**config.mk**
```make
export PLATFORM = sky130hd
export DESIGN_NAME = rseq_top
export DESIGN_NICKNAME = d
export VERILOG_FILES = /design/src/rtl/rseq_pkg.sv /design/src/rtl/rseq_decode.sv /design/src/rtl/rseq_timer.sv /design/src/rtl/rseq_flags.sv /design/src/rtl/rseq_top.sv
export SDC_FILE = /design/constraint.sdc
export NUM_CORES = 1
export LEC_CHECK = 0
export BUFFER_PORTS_ARGS = -buffer_cell sky130_fd_sc_hd__buf_2
export CORE_MARGIN = 3
export CORE_UTILIZATION = 25
export CTS_CLUSTER_DIAMETER = 30
export DETAILED_ROUTE_END_ITERATION = 8
export GPL_ROUTABILITY_DRIVEN = 1
export SETUP_SLACK_MARGIN = 0.1
export SLEW_MARGIN = 15
export SYNTH_ARGS = -nofsm -noshare
export SYNTH_HDL_FRONTEND = slang
export SYNTH_SLANG_ARGS = --single-unit
export TNS_END_PERCENT = 30
```
**constraint.sdc**
```tcl
create_clock -name clk -period 5 [get_ports clk]
set_input_delay 0.25 -clock clk [delete_from_list [all_inputs] [get_ports clk]]
set_output_delay 0.25 -clock clk [all_outputs]
set_load 0.005 [all_outputs]
```
**src/rtl/rseq_pkg.sv**
```systemverilog
package rseq_pkg;
    localparam int BYTE_W = 8;
    localparam int WORD_W = 32;
    localparam int HALF_W = WORD_W / 2;
    localparam int NFLAG  = 32;
    localparam int NEVT   = 32;
    localparam int SEL_W  = $clog2(NFLAG);

    typedef enum logic [3:0] {
        OP_DELAY,
        OP_FLAG_UNSET,
        OP_FLAG_ONE,
        OP_FLAG_ZERO,
        OP_ADDR_LO,
        OP_DATA_LO,
        OP_ADDR_FULL,
        OP_DATA_FULL,
        OP_EVWAIT,
        OP_EXIT,
        OP_BAD
    } op_kind_e;

    typedef enum logic [2:0] {
        ST_IDLE,
        ST_FETCH,
        ST_OPER,
        ST_DELAY,
        ST_EVWAIT,
        ST_WRITE
    } seq_state_e;

    typedef struct packed {
        op_kind_e         kind;
        logic [2:0]       n_oper;
        logic [SEL_W-1:0] index;
    } op_info_t;

    // mantissa in op[1:0], exponent in op[5:2], the exponent counts pairs of bits
    function automatic logic [WORD_W-1:0] delay_len(input logic [BYTE_W-1:0] op);
        logic [WORD_W-1:0] mant;
        mant = {{(WORD_W-2){1'b0}}, op[1:0]};
        return mant << {op[5:2], 1'b0};
    endfunction
endpackage

```
**src/rtl/rseq_decode.sv**
```systemverilog
module rseq_decode
    import rseq_pkg::*;
(
    input  logic [BYTE_W-1:0] opcode,
    output op_info_t          info
);
    always_comb begin
        info.kind   = OP_BAD;
        info.n_oper = 3'd0;
        info.index  = opcode[SEL_W-1:0];
        if (opcode[7:6] == 2'b00) begin
            info.kind = OP_DELAY;
        end else begin
            case (opcode)
                8'h40: begin info.kind = OP_ADDR_LO;   info.n_oper = 3'd2; end
                8'h42: begin info.kind = OP_DATA_LO;   info.n_oper = 3'd2; end
                8'h5F: begin info.kind = OP_EVWAIT;    info.n_oper = 3'd2; end
                8'h7F: begin info.kind = OP_EXIT; end
                8'hE0: begin info.kind = OP_ADDR_FULL; info.n_oper = 3'd4; end
                8'hE2: begin info.kind = OP_DATA_FULL; info.n_oper = 3'd4; end
                default: begin
                    case (opcode[7:5])
                        3'b100:  info.kind = OP_FLAG_UNSET;
                        3'b101:  info.kind = OP_FLAG_ONE;
                        3'b110:  info.kind = OP_FLAG_ZERO;
                        default: info.kind = OP_BAD;
                    endcase
                end
            endcase
        end
    end
endmodule

```
**src/rtl/rseq_timer.sv**
```systemverilog
module rseq_timer #(
    parameter int W = 32
) (
    input  logic         clk,
    input  logic         rst,
    input  logic         load,
    input  logic [W-1:0] len,
    output logic         zero
);
    localparam logic [W-1:0] ONE = {{(W-1){1'b0}}, 1'b1};

    logic [W-1:0] cnt_q;

    always_ff @(posedge clk) begin
        if (rst) begin
            cnt_q <= '0;
        end else if (load) begin
            cnt_q <= len - ONE;
        end else if (cnt_q != '0) begin
            cnt_q <= cnt_q - ONE;
        end
    end

    assign zero = (cnt_q == '0);
endmodule

```
**src/rtl/rseq_flags.sv**
```systemverilog
module rseq_flags
    import rseq_pkg::*;
#(
    parameter int N = NFLAG
) (
    input  logic                 clk,
    input  logic                 rst,
    input  logic                 we,
    input  op_kind_e             kind,
    input  logic [$clog2(N)-1:0] idx,
    output logic [N-1:0]         out,
    output logic [N-1:0]         oe
);
    localparam int IW = $clog2(N);

    for (genvar i = 0; i < N; i++) begin : g_flag
        logic val_q;
        logic en_q;
        always_ff @(posedge clk) begin
            if (rst) begin
                val_q <= 1'b0;
                en_q  <= 1'b0;
            end else if (we && idx == IW'(i)) begin
                case (kind)
                    OP_FLAG_UNSET: en_q <= 1'b0;
                    OP_FLAG_ONE:   begin en_q <= 1'b1; val_q <= 1'b1; end
                    OP_FLAG_ZERO:  begin en_q <= 1'b1; val_q <= 1'b0; end
                    default: ;
                endcase
            end
        end
        assign out[i] = val_q;
        assign oe[i]  = en_q;
    end
endmodule

```
**src/rtl/rseq_top.sv**
```systemverilog
module rseq_top
    import rseq_pkg::*;
#(
    parameter int PM_AW = 8
) (
    input  logic              clk,
    input  logic              rst,
    input  logic              start,
    output logic [PM_AW-1:0]  pm_addr,
    input  logic [BYTE_W-1:0] pm_data,
    output logic              wr_valid,
    input  logic              wr_ready,
    output logic [WORD_W-1:0] wr_addr,
    output logic [WORD_W-1:0] wr_data,
    input  logic [NEVT-1:0]   events,
    output logic [NFLAG-1:0]  flag_out,
    output logic [NFLAG-1:0]  flag_oe,
    output logic              busy,
    output logic              done,
    output logic              fault
);
    localparam logic [PM_AW-1:0] PC_ONE = {{(PM_AW-1){1'b0}}, 1'b1};

    seq_state_e        state_q;
    logic [PM_AW-1:0]  pc_q;
    op_kind_e          kind_q;
    logic [2:0]        nop_q;
    logic [1:0]        ocnt_q;
    logic [WORD_W-1:0] imm_q;
    logic [WORD_W-1:0] imm_next;
    logic [WORD_W-1:0] addr_q;
    logic [WORD_W-1:0] data_q;
    logic [SEL_W-1:0]  ev_sel_q;
    logic              ev_lvl_q;
    logic              done_q;
    logic              fault_q;

    op_info_t          info;
    logic [WORD_W-1:0] dly;
    logic              in_fetch;
    logic              flag_we;
    logic              tmr_load;
    logic              tmr_zero;
    logic              last_oper;

    rseq_decode u_dec (
        .opcode (pm_data),
        .info   (info)
    );

    assign dly      = delay_len(pm_data);
    assign in_fetch = (state_q == ST_FETCH) && !start;
    assign flag_we  = in_fetch && (info.kind == OP_FLAG_UNSET ||
                                   info.kind == OP_FLAG_ONE ||
                                   info.kind == OP_FLAG_ZERO);
    assign tmr_load = in_fetch && (info.kind == OP_DELAY) && (dly != '0);

    rseq_timer #(.W(WORD_W)) u_tmr (
        .clk  (clk),
        .rst  (rst),
        .load (tmr_load),
        .len  (dly),
        .zero (tmr_zero)
    );

    rseq_flags #(.N(NFLAG)) u_flags (
        .clk  (clk),
        .rst  (rst),
        .we   (flag_we),
        .kind (info.kind),
        .idx  (info.index),
        .out  (flag_out),
        .oe   (flag_oe)
    );

    // operand bytes arrive low byte first
    always_comb begin
        imm_next = imm_q;
        imm_next[{ocnt_q, 3'b000} +: BYTE_W] = pm_data;
    end

    assign last_oper = ((3'(ocnt_q) + 3'd1) == nop_q);

    always_ff @(posedge clk) begin
        if (rst) begin
            state_q  <= ST_IDLE;
            pc_q     <= '0;
            kind_q   <= OP_BAD;
            nop_q    <= 3'd0;
            ocnt_q   <= 2'd0;
            imm_q    <= '0;
            addr_q   <= '0;
            data_q   <= '0;
            ev_sel_q <= '0;
            ev_lvl_q <= 1'b0;
            done_q   <= 1'b0;
            fault_q  <= 1'b0;
        end else if (start) begin
            state_q <= ST_FETCH;
            pc_q    <= '0;
            done_q  <= 1'b0;
            fault_q <= 1'b0;
        end else begin
            case (state_q)
                ST_FETCH: begin
                    case (info.kind)
                        OP_DELAY: begin
                            pc_q <= pc_q + PC_ONE;
                            if (dly != '0) state_q <= ST_DELAY;
                        end
                        OP_FLAG_UNSET, OP_FLAG_ONE, OP_FLAG_ZERO: begin
                            pc_q <= pc_q + PC_ONE;
                        end
                        OP_EXIT: begin
                            done_q  <= 1'b1;
                            state_q <= ST_IDLE;
                        end
                        OP_BAD: begin
                            fault_q <= 1'b1;
                            state_q <= ST_IDLE;
                        end
                        default: begin
                            kind_q  <= info.kind;
                            nop_q   <= info.n_oper;
                            ocnt_q  <= 2'd0;
                            pc_q    <= pc_q + PC_ONE;
                            state_q <= ST_OPER;
                        end
                    endcase
                end
                ST_OPER: begin
                    pc_q   <= pc_q + PC_ONE;
                    imm_q  <= imm_next;
                    ocnt_q <= ocnt_q + 2'd1;
                    if (last_oper) begin
                        case (kind_q)
                            OP_ADDR_LO: begin
                                addr_q[HALF_W-1:0] <= imm_next[HALF_W-1:0];
                                state_q <= ST_FETCH;
                            end
                            OP_DATA_LO: begin
                                data_q[HALF_W-1:0] <= imm_next[HALF_W-1:0];
                                state_q <= ST_WRITE;
                            end
                            OP_ADDR_FULL: begin
                                addr_q  <= imm_next;
                                state_q <= ST_FETCH;
                            end
                            OP_DATA_FULL: begin
                                data_q  <= imm_next;
                                state_q <= ST_WRITE;
                            end
                            OP_EVWAIT: begin
                                ev_sel_q <= imm_next[SEL_W-1:0];
                                ev_lvl_q <= imm_next[BYTE_W];
                                state_q  <= ST_EVWAIT;
                            end
                            default: state_q <= ST_FETCH;
                        endcase
                    end
                end
                ST_DELAY: begin
                    if (tmr_zero) state_q <= ST_FETCH;
                end
                ST_EVWAIT: begin
                    if (events[ev_sel_q] == ev_lvl_q) state_q <= ST_FETCH;
                end
                ST_WRITE: begin
                    if (wr_ready) state_q <= ST_FETCH;
                end
                default: state_q <= ST_IDLE;
            endcase
        end
    end

    assign pm_addr  = pc_q;
    assign wr_valid = (state_q == ST_WRITE);
    assign wr_addr  = addr_q;
    assign wr_data  = data_q;
    assign busy     = (state_q != ST_IDLE);
    assign done     = done_q;
    assign fault    = fault_q;
endmodule

```
After elaboration in Yosys (flattened, before gate mapping)
Cells that the tools add are included.

Add/sub/neg operators: 6. $lt $le $gt $ge: 1. Equal/unequal tests: 71. Shift operators: 3. Muxes and demuxes: 25. Bitwise gates (word level): 2. Reduce and logical (&&, ||, !) cells: 136.

Operator list (number): 2-bit AND reduction (68); 5-bit equality test (second input constant) (16); 32-bit 2-to-1 mux (2); 32-bit nonzero test (2); 32-bit by 1-bit subtractor with 32-bit output (second input constant) (2); 5-bit by 4-bit equality test with 1-bit output (second input constant) (8); 1-bit logical AND (36); 32-bit bitwise mux (1); 8-bit by 7-bit equality test with 1-bit output (second input constant) (4); 32-bit logical NOT (1); 8-bit by 7-bit variable shift with 32-bit output (first input constant) (1); 8-bit by 7-bit variable part select with 32-bit output (1); 2-bit by 5-bit left shift with 32-bit output (1); 4-bit one-hot mux with 6 select lines (1); 5-bit by 3-bit equality test with 1-bit output (second input constant) (4); 4-bit AND reduction (5); 3-bit 2-to-1 mux (6); 4-bit by 3-bit equality test with 1-bit output (second input constant) (4); 8-bit equality test (second input constant) (2); 8-bit one-hot mux with 2 select lines (1); 3-bit equality test (second input constant) (5); 3-bit one-hot mux with 5 select lines (1); 4-bit equality test (second input constant) (3); 2-bit != test (second input constant) (6); 40 further kinds (63).

Register bits: 220. Output and inout bits: 140. Word-level logic and storage cells: 324.

Logic depth before layout (Yosys ltp)
Word-level depth: 10. Mapped depth: 14. Depth with buffers taken out: 8.

Cells and area by module
A second synthesis with hierarchy kept.

Cell total of the unflattened synthesis: 1335. Area, all modules: 11638.7 um^2.

Modules (own cells, without submodules): rseq_top (instances 1, cells each 657, area each 5590.4 um^2); rseq_flags (instances 1, cells each 379, area each 3559.7 um^2); rseq_timer (instances 1, cells each 271, area each 2304.7 um^2); rseq_decode (instances 1, cells each 28, area each 183.9 um^2).

Least setup slack after synthesis
No wires, ideal clock.

Path kind: register to register. Start: reg state_q[2]. End: reg u_tmr.cnt_q[24]. Library setup time: 71 ps. Arrival: 3275 ps. Required time: 4929 ps. Setup slack: 1655 ps. Cell stages (with the launch flop): 14. Buffers on the path: 6. Clock period less this slack: 3345 ps. Cells stage by stage: dfxtp_1 -> or3b_1 -> buf_2 -> or3_1 -> buf_2 -> buf_6 -> clkbuf_1 -> clkbuf_1 -> a21oi_1 -> ha_1 -> clkbuf_1 -> o2111ai_1 -> or3_1 -> a21oi_1.

Cells in the longest elaborated chain, start to end: 5.

Ends and longest elaborated chain: from (decl) (line rseq_top.sv:24) `seq_state_e state_q;`; from (signal assigned) (line rseq_top.sv:86) `state_q <= ST_IDLE;`; from (signal assigned) (line rseq_top.sv:99) `state_q <= ST_FETCH;`; from (signal assigned) (line rseq_top.sv:109) `if (dly != '0) state_q <= ST_DELAY;`; 3-bit by 1-bit equality test with 1-bit output * (line rseq_top.sv:52) `assign in_fetch = (state_q == ST_FETCH) && !start;`; 1-bit logical AND * (line rseq_top.sv:52); 1-bit logical AND * (2 in a row) (line rseq_top.sv:56) `assign tmr_load = in_fetch && (info.kind == OP_DELAY) && (dly != '0);`; 32-bit 2-to-1 mux or 2-bit nonzero test (tied branches); to (signal assigned) (line rseq_timer.sv:18) `cnt_q <= len - ONE;`; to (signal assigned) (line rseq_timer.sv:20) `cnt_q <= cnt_q - ONE;`; to (decl) (line rseq_timer.sv:12) `logic [W-1:0] cnt_q;`.

Mark *: on every way between the ends. The rest lies on a longest branch, timed or not. A chain may end at the register's enable or synchronous reset.

Worst setup path in the final report
Start: reg state_q[0]. End: reg u_tmr.cnt_q[24].

Same word-level chain as after synthesis.

==> results.md <==
* Status: completed
* Worst EP required at 5.49 ns
* Post-DRT Antenna Nets at 0
* Slew @ Worst Pin at 1.13 ns
* Reg2reg path depth at 7
* Top FF cell, synth: dfxtp_1
* Post-Synth XOR/XNOR Area at 1.75%
* Cells after Synth at 1350
* Ant diodes at 0
* Tmin final at 3.66 ns
* Mux contribution to synthesized area at 5.85%
* Final nets at 1489
* DRT Pass-1 Iters at 5
* Commonest non-fill, non-tap cells in the layout: 219 x dfxtp_1, 207 x nor2_1, 182 x buf_2
* Synth area leaders: dfxtp_1 40%, a211oi_1 7.5%, nor2_1 7.1%
* Pwr/cell area at 489 mW/mm2
* Slowest stage delay, CP at 0.79 ns
* Vias in the first global route at 9888
* Wire per inst at 17.1 um
* I/O Buffers at 183
* Syn_nets at 1402
* Cell Rows at 76
* Top-area cell type share of the netlist area at 39.8%
* Slew margin rel. at 24.2%
* Slew Viols, Final at 0
* CP arrival at 4.15 ns
* Final Hold Vio Count at 0
* I/O Pins at 184
* Part of the Yosys area used for sequential elements at 39.8%
* CTS Buf Count at 60
* # DRC at 0
* Postcts setup bufs at 0
* Storage cell area at 0.00438 mm2
* Largest net degree at the start of global routing at 96
* Height of the die at 216 um
* Adder-Cell Fraction of Synth Area at 0.909%
* Setup_tns at 0 ns
* CTS tree: done
* HP Class: primary input to flop
* Die footprint at 0.0466 mm2
* Gr usage total at 14.8%
* GPL Wtd Cong at 0.886
* Ys Warns at 0
* Syn Area/Cell at 8.16 um2
* Overflow after GRT at 0
* CTS clock-pin slew for the worst setup and hold paths at 0.04 ns
* Fmax at 273 MHz
* Die X-Extent at 216 um
* # Max-Cap Violations at 0
* Worst IR Drop VDD at 0.000337 V
* Post-CTS sizing at 0
* Synth Area in Compound Gates at 21.3%
* Commonest non-fill, non-tap cell in the layout: dfxtp_1
* Critical path type: flop to flop
* Worst path cell trace: or3b_1 > or3_2 > buf_4 > mux2_2 > o2111ai_1 > or3_1 > a21oi_1
* Startpoint types: flop
* Initial antenna violation count at 2
* Fin crit share at 73.3%
* Final core occ at 32.4%
* Synthesis-to-finish area growth at 27.3%
* Largest family of logic cells by synthesized area: simple AND/OR/NAND/NOR gates
* Worst path slowest cell: or3_2
* Core area at 0.0433 mm2
* RSZ-0062 raised after global routing: false
* Clock sink count at 219
* Clock tree buffer depth at 3
* Vias per inst at 4.91
* Synth unique cells at 67
* Fin Clk Skew at 0.0319 ns
* Total Power at 6850 uW
* Asr flop ratio synth at 0%
* H-Tree Depth at 2
* Simple-gate share of the synthesized area at 21.8%
* Worst-Skew Late Latency at 0.61 ns
* Pleak at 0.00541 uW
* Overall routed net length at 35400 um
* Iter 0 DRT Violations at 635
* Root buf cell: clkbuf_16
* CP Max Fanout at 43
* Crit. End Element: flop
* Number of synthesized register bits at 219
* Multi-input logic area at 0.00574 mm2
* Filler cells at 4502
* Initial Utilization at 25.5%
* Post-Syn Area at 0.0110 mm2
* Post-DP HPWL at 23500 um
* Number of flops mapped to enable cells by yosys at 0
* Setup violators final at 0
* Total number of vias at 10200
* Yosys top cell by area: dfxtp_1
* Layout cells sized above 1 at 21.6%
* Hold depth at 2
* First-pass GRT wire length at 55600 um
[final timing paths]
check / start / end / slack (ns)
min: start / state_q[0] / 0.08
max: state_q[0] / u_tmr.cnt_q[24] / 1.34
max reg2reg: state_q[0] / u_tmr.cnt_q[24] / 1.34
min reg2reg: u_flags.g_flag[8].val_q / u_flags.g_flag[8].val_q / 0.45
[through the flow]
step	cells	setup slack, ns	hold slack (ns)	instance area [um2]
5_1_grt	2072	1.01	0.0631	14000
2_1_floorplan	1350	1.65	0.389	11000
4_1_cts	2072	1.39	0.0386	14000
6_report	2072	1.34	0.0845	14000
3_3_place_gp	1959	1.40	0.442	11900
3_5_place_dp	1959	1.38	0.447	11900
[where the power goes]
group / total (uW) / internal [uW] / leakage [uW] / switching [uW]
Clock: 3860 / 2670 / 0.000989 / 1190
Combinational: 1060 / 398 / 0.00265 / 666
Sequential: 1930 / 1860 / 0.00177 / 79.2
[synth_stat cells, types with 3 or more instances]
library cell    n
nor4_1         17
or3_1          16
nor3_1         36
buf_2           5
nor3b_1         6
clkbuf_1       99
or2_2           4
nor2_1        208
nand2b_1       13
ha_1            8
a21boi_0        3
o211ai_1       25
mux2i_1        61
a2111oi_2       3
buf_1           6
or4_1           5
inv_1           9
a311oi_1        3
xor2_1          6
and2_0          3
nand3b_1        8
nor2b_1        38
a2111oi_0       3
a211o_1         3
a211oi_1      110
dfxtp_1       219
o32a_1          4
nand4_1         4
and3_1          6
nand3_1        43
o2111ai_1       6
o21bai_1        3
o21a_1          5
a21oi_1       105
nand2_1        85
mux2_2          3
o31ai_1        15
a22oi_1         4
o21ai_0        22
and2_1          9
a31oi_1         9
xnor2_1        16
buf_4          64
[per-layer routing]
metal | vias to the layer above | GRT usage [%] | wire length [um]
met4 | 4 | 6.01 | 941
met5 | - | 0 | 17
met1 | 4772 | 19.4 | 16100
li1 | 4987 | - | -
met3 | 74 | 4.27 | 2720
met2 | 342 | 22.7 | 15600
[area by class of cell]
type,count,share of cell area [%]
multi-input combinational,947,41.0
clock inverter,35,3.04
tap,585,5.22
sequential,219,31.3
timing repair buffer,200,7.51
inverter,9,0.241
clock buffer,77,11.7
[sequential cells by signal, summed over array words and instances, names as in the netlist]
name,cells
done,1
ev_lvl_q,1
ev_sel_q,5
fault,1
imm_q,32
kind_q,4
nop_q,2
ocnt_q,2
pm_addr,8
state_q,3
u_flags.g_flag.en_q,32
u_flags.g_flag.val_q,32
u_tmr.cnt_q,32
wr_addr,32
wr_data,32
[cells by family (layout without fill, tap and decap cells)]
logic type,count (synthesis),in the layout
mux,64,64
fa+ha+maj,8,8
xor+xnor,22,22
simple gates,508,508
compound gates,345,345
buf+inv,184,321
flops,219,219
[worst max-delay path: cells and delay by family, from the launching register on]
kind | cells | cell delay (ns)
AO/OA/AOI/OAI | 2 | 0.51
buffers and inverters | 1 | 0.39
flip-flops | 1 | 0.52
multiplexers | 1 | 0.35
AND/OR/NAND/NOR | 3 | 1.79
[what timing repair did]
| item | in CTS | in global routing |
|---|---|---|
| hold buffers | 1 | 0 |
| setup endpoints to repair | 0 | 0 |
| endpoints found under the hold margin | 1 | 0 |
No activity file was read; power rests on OpenSTA's default activity.
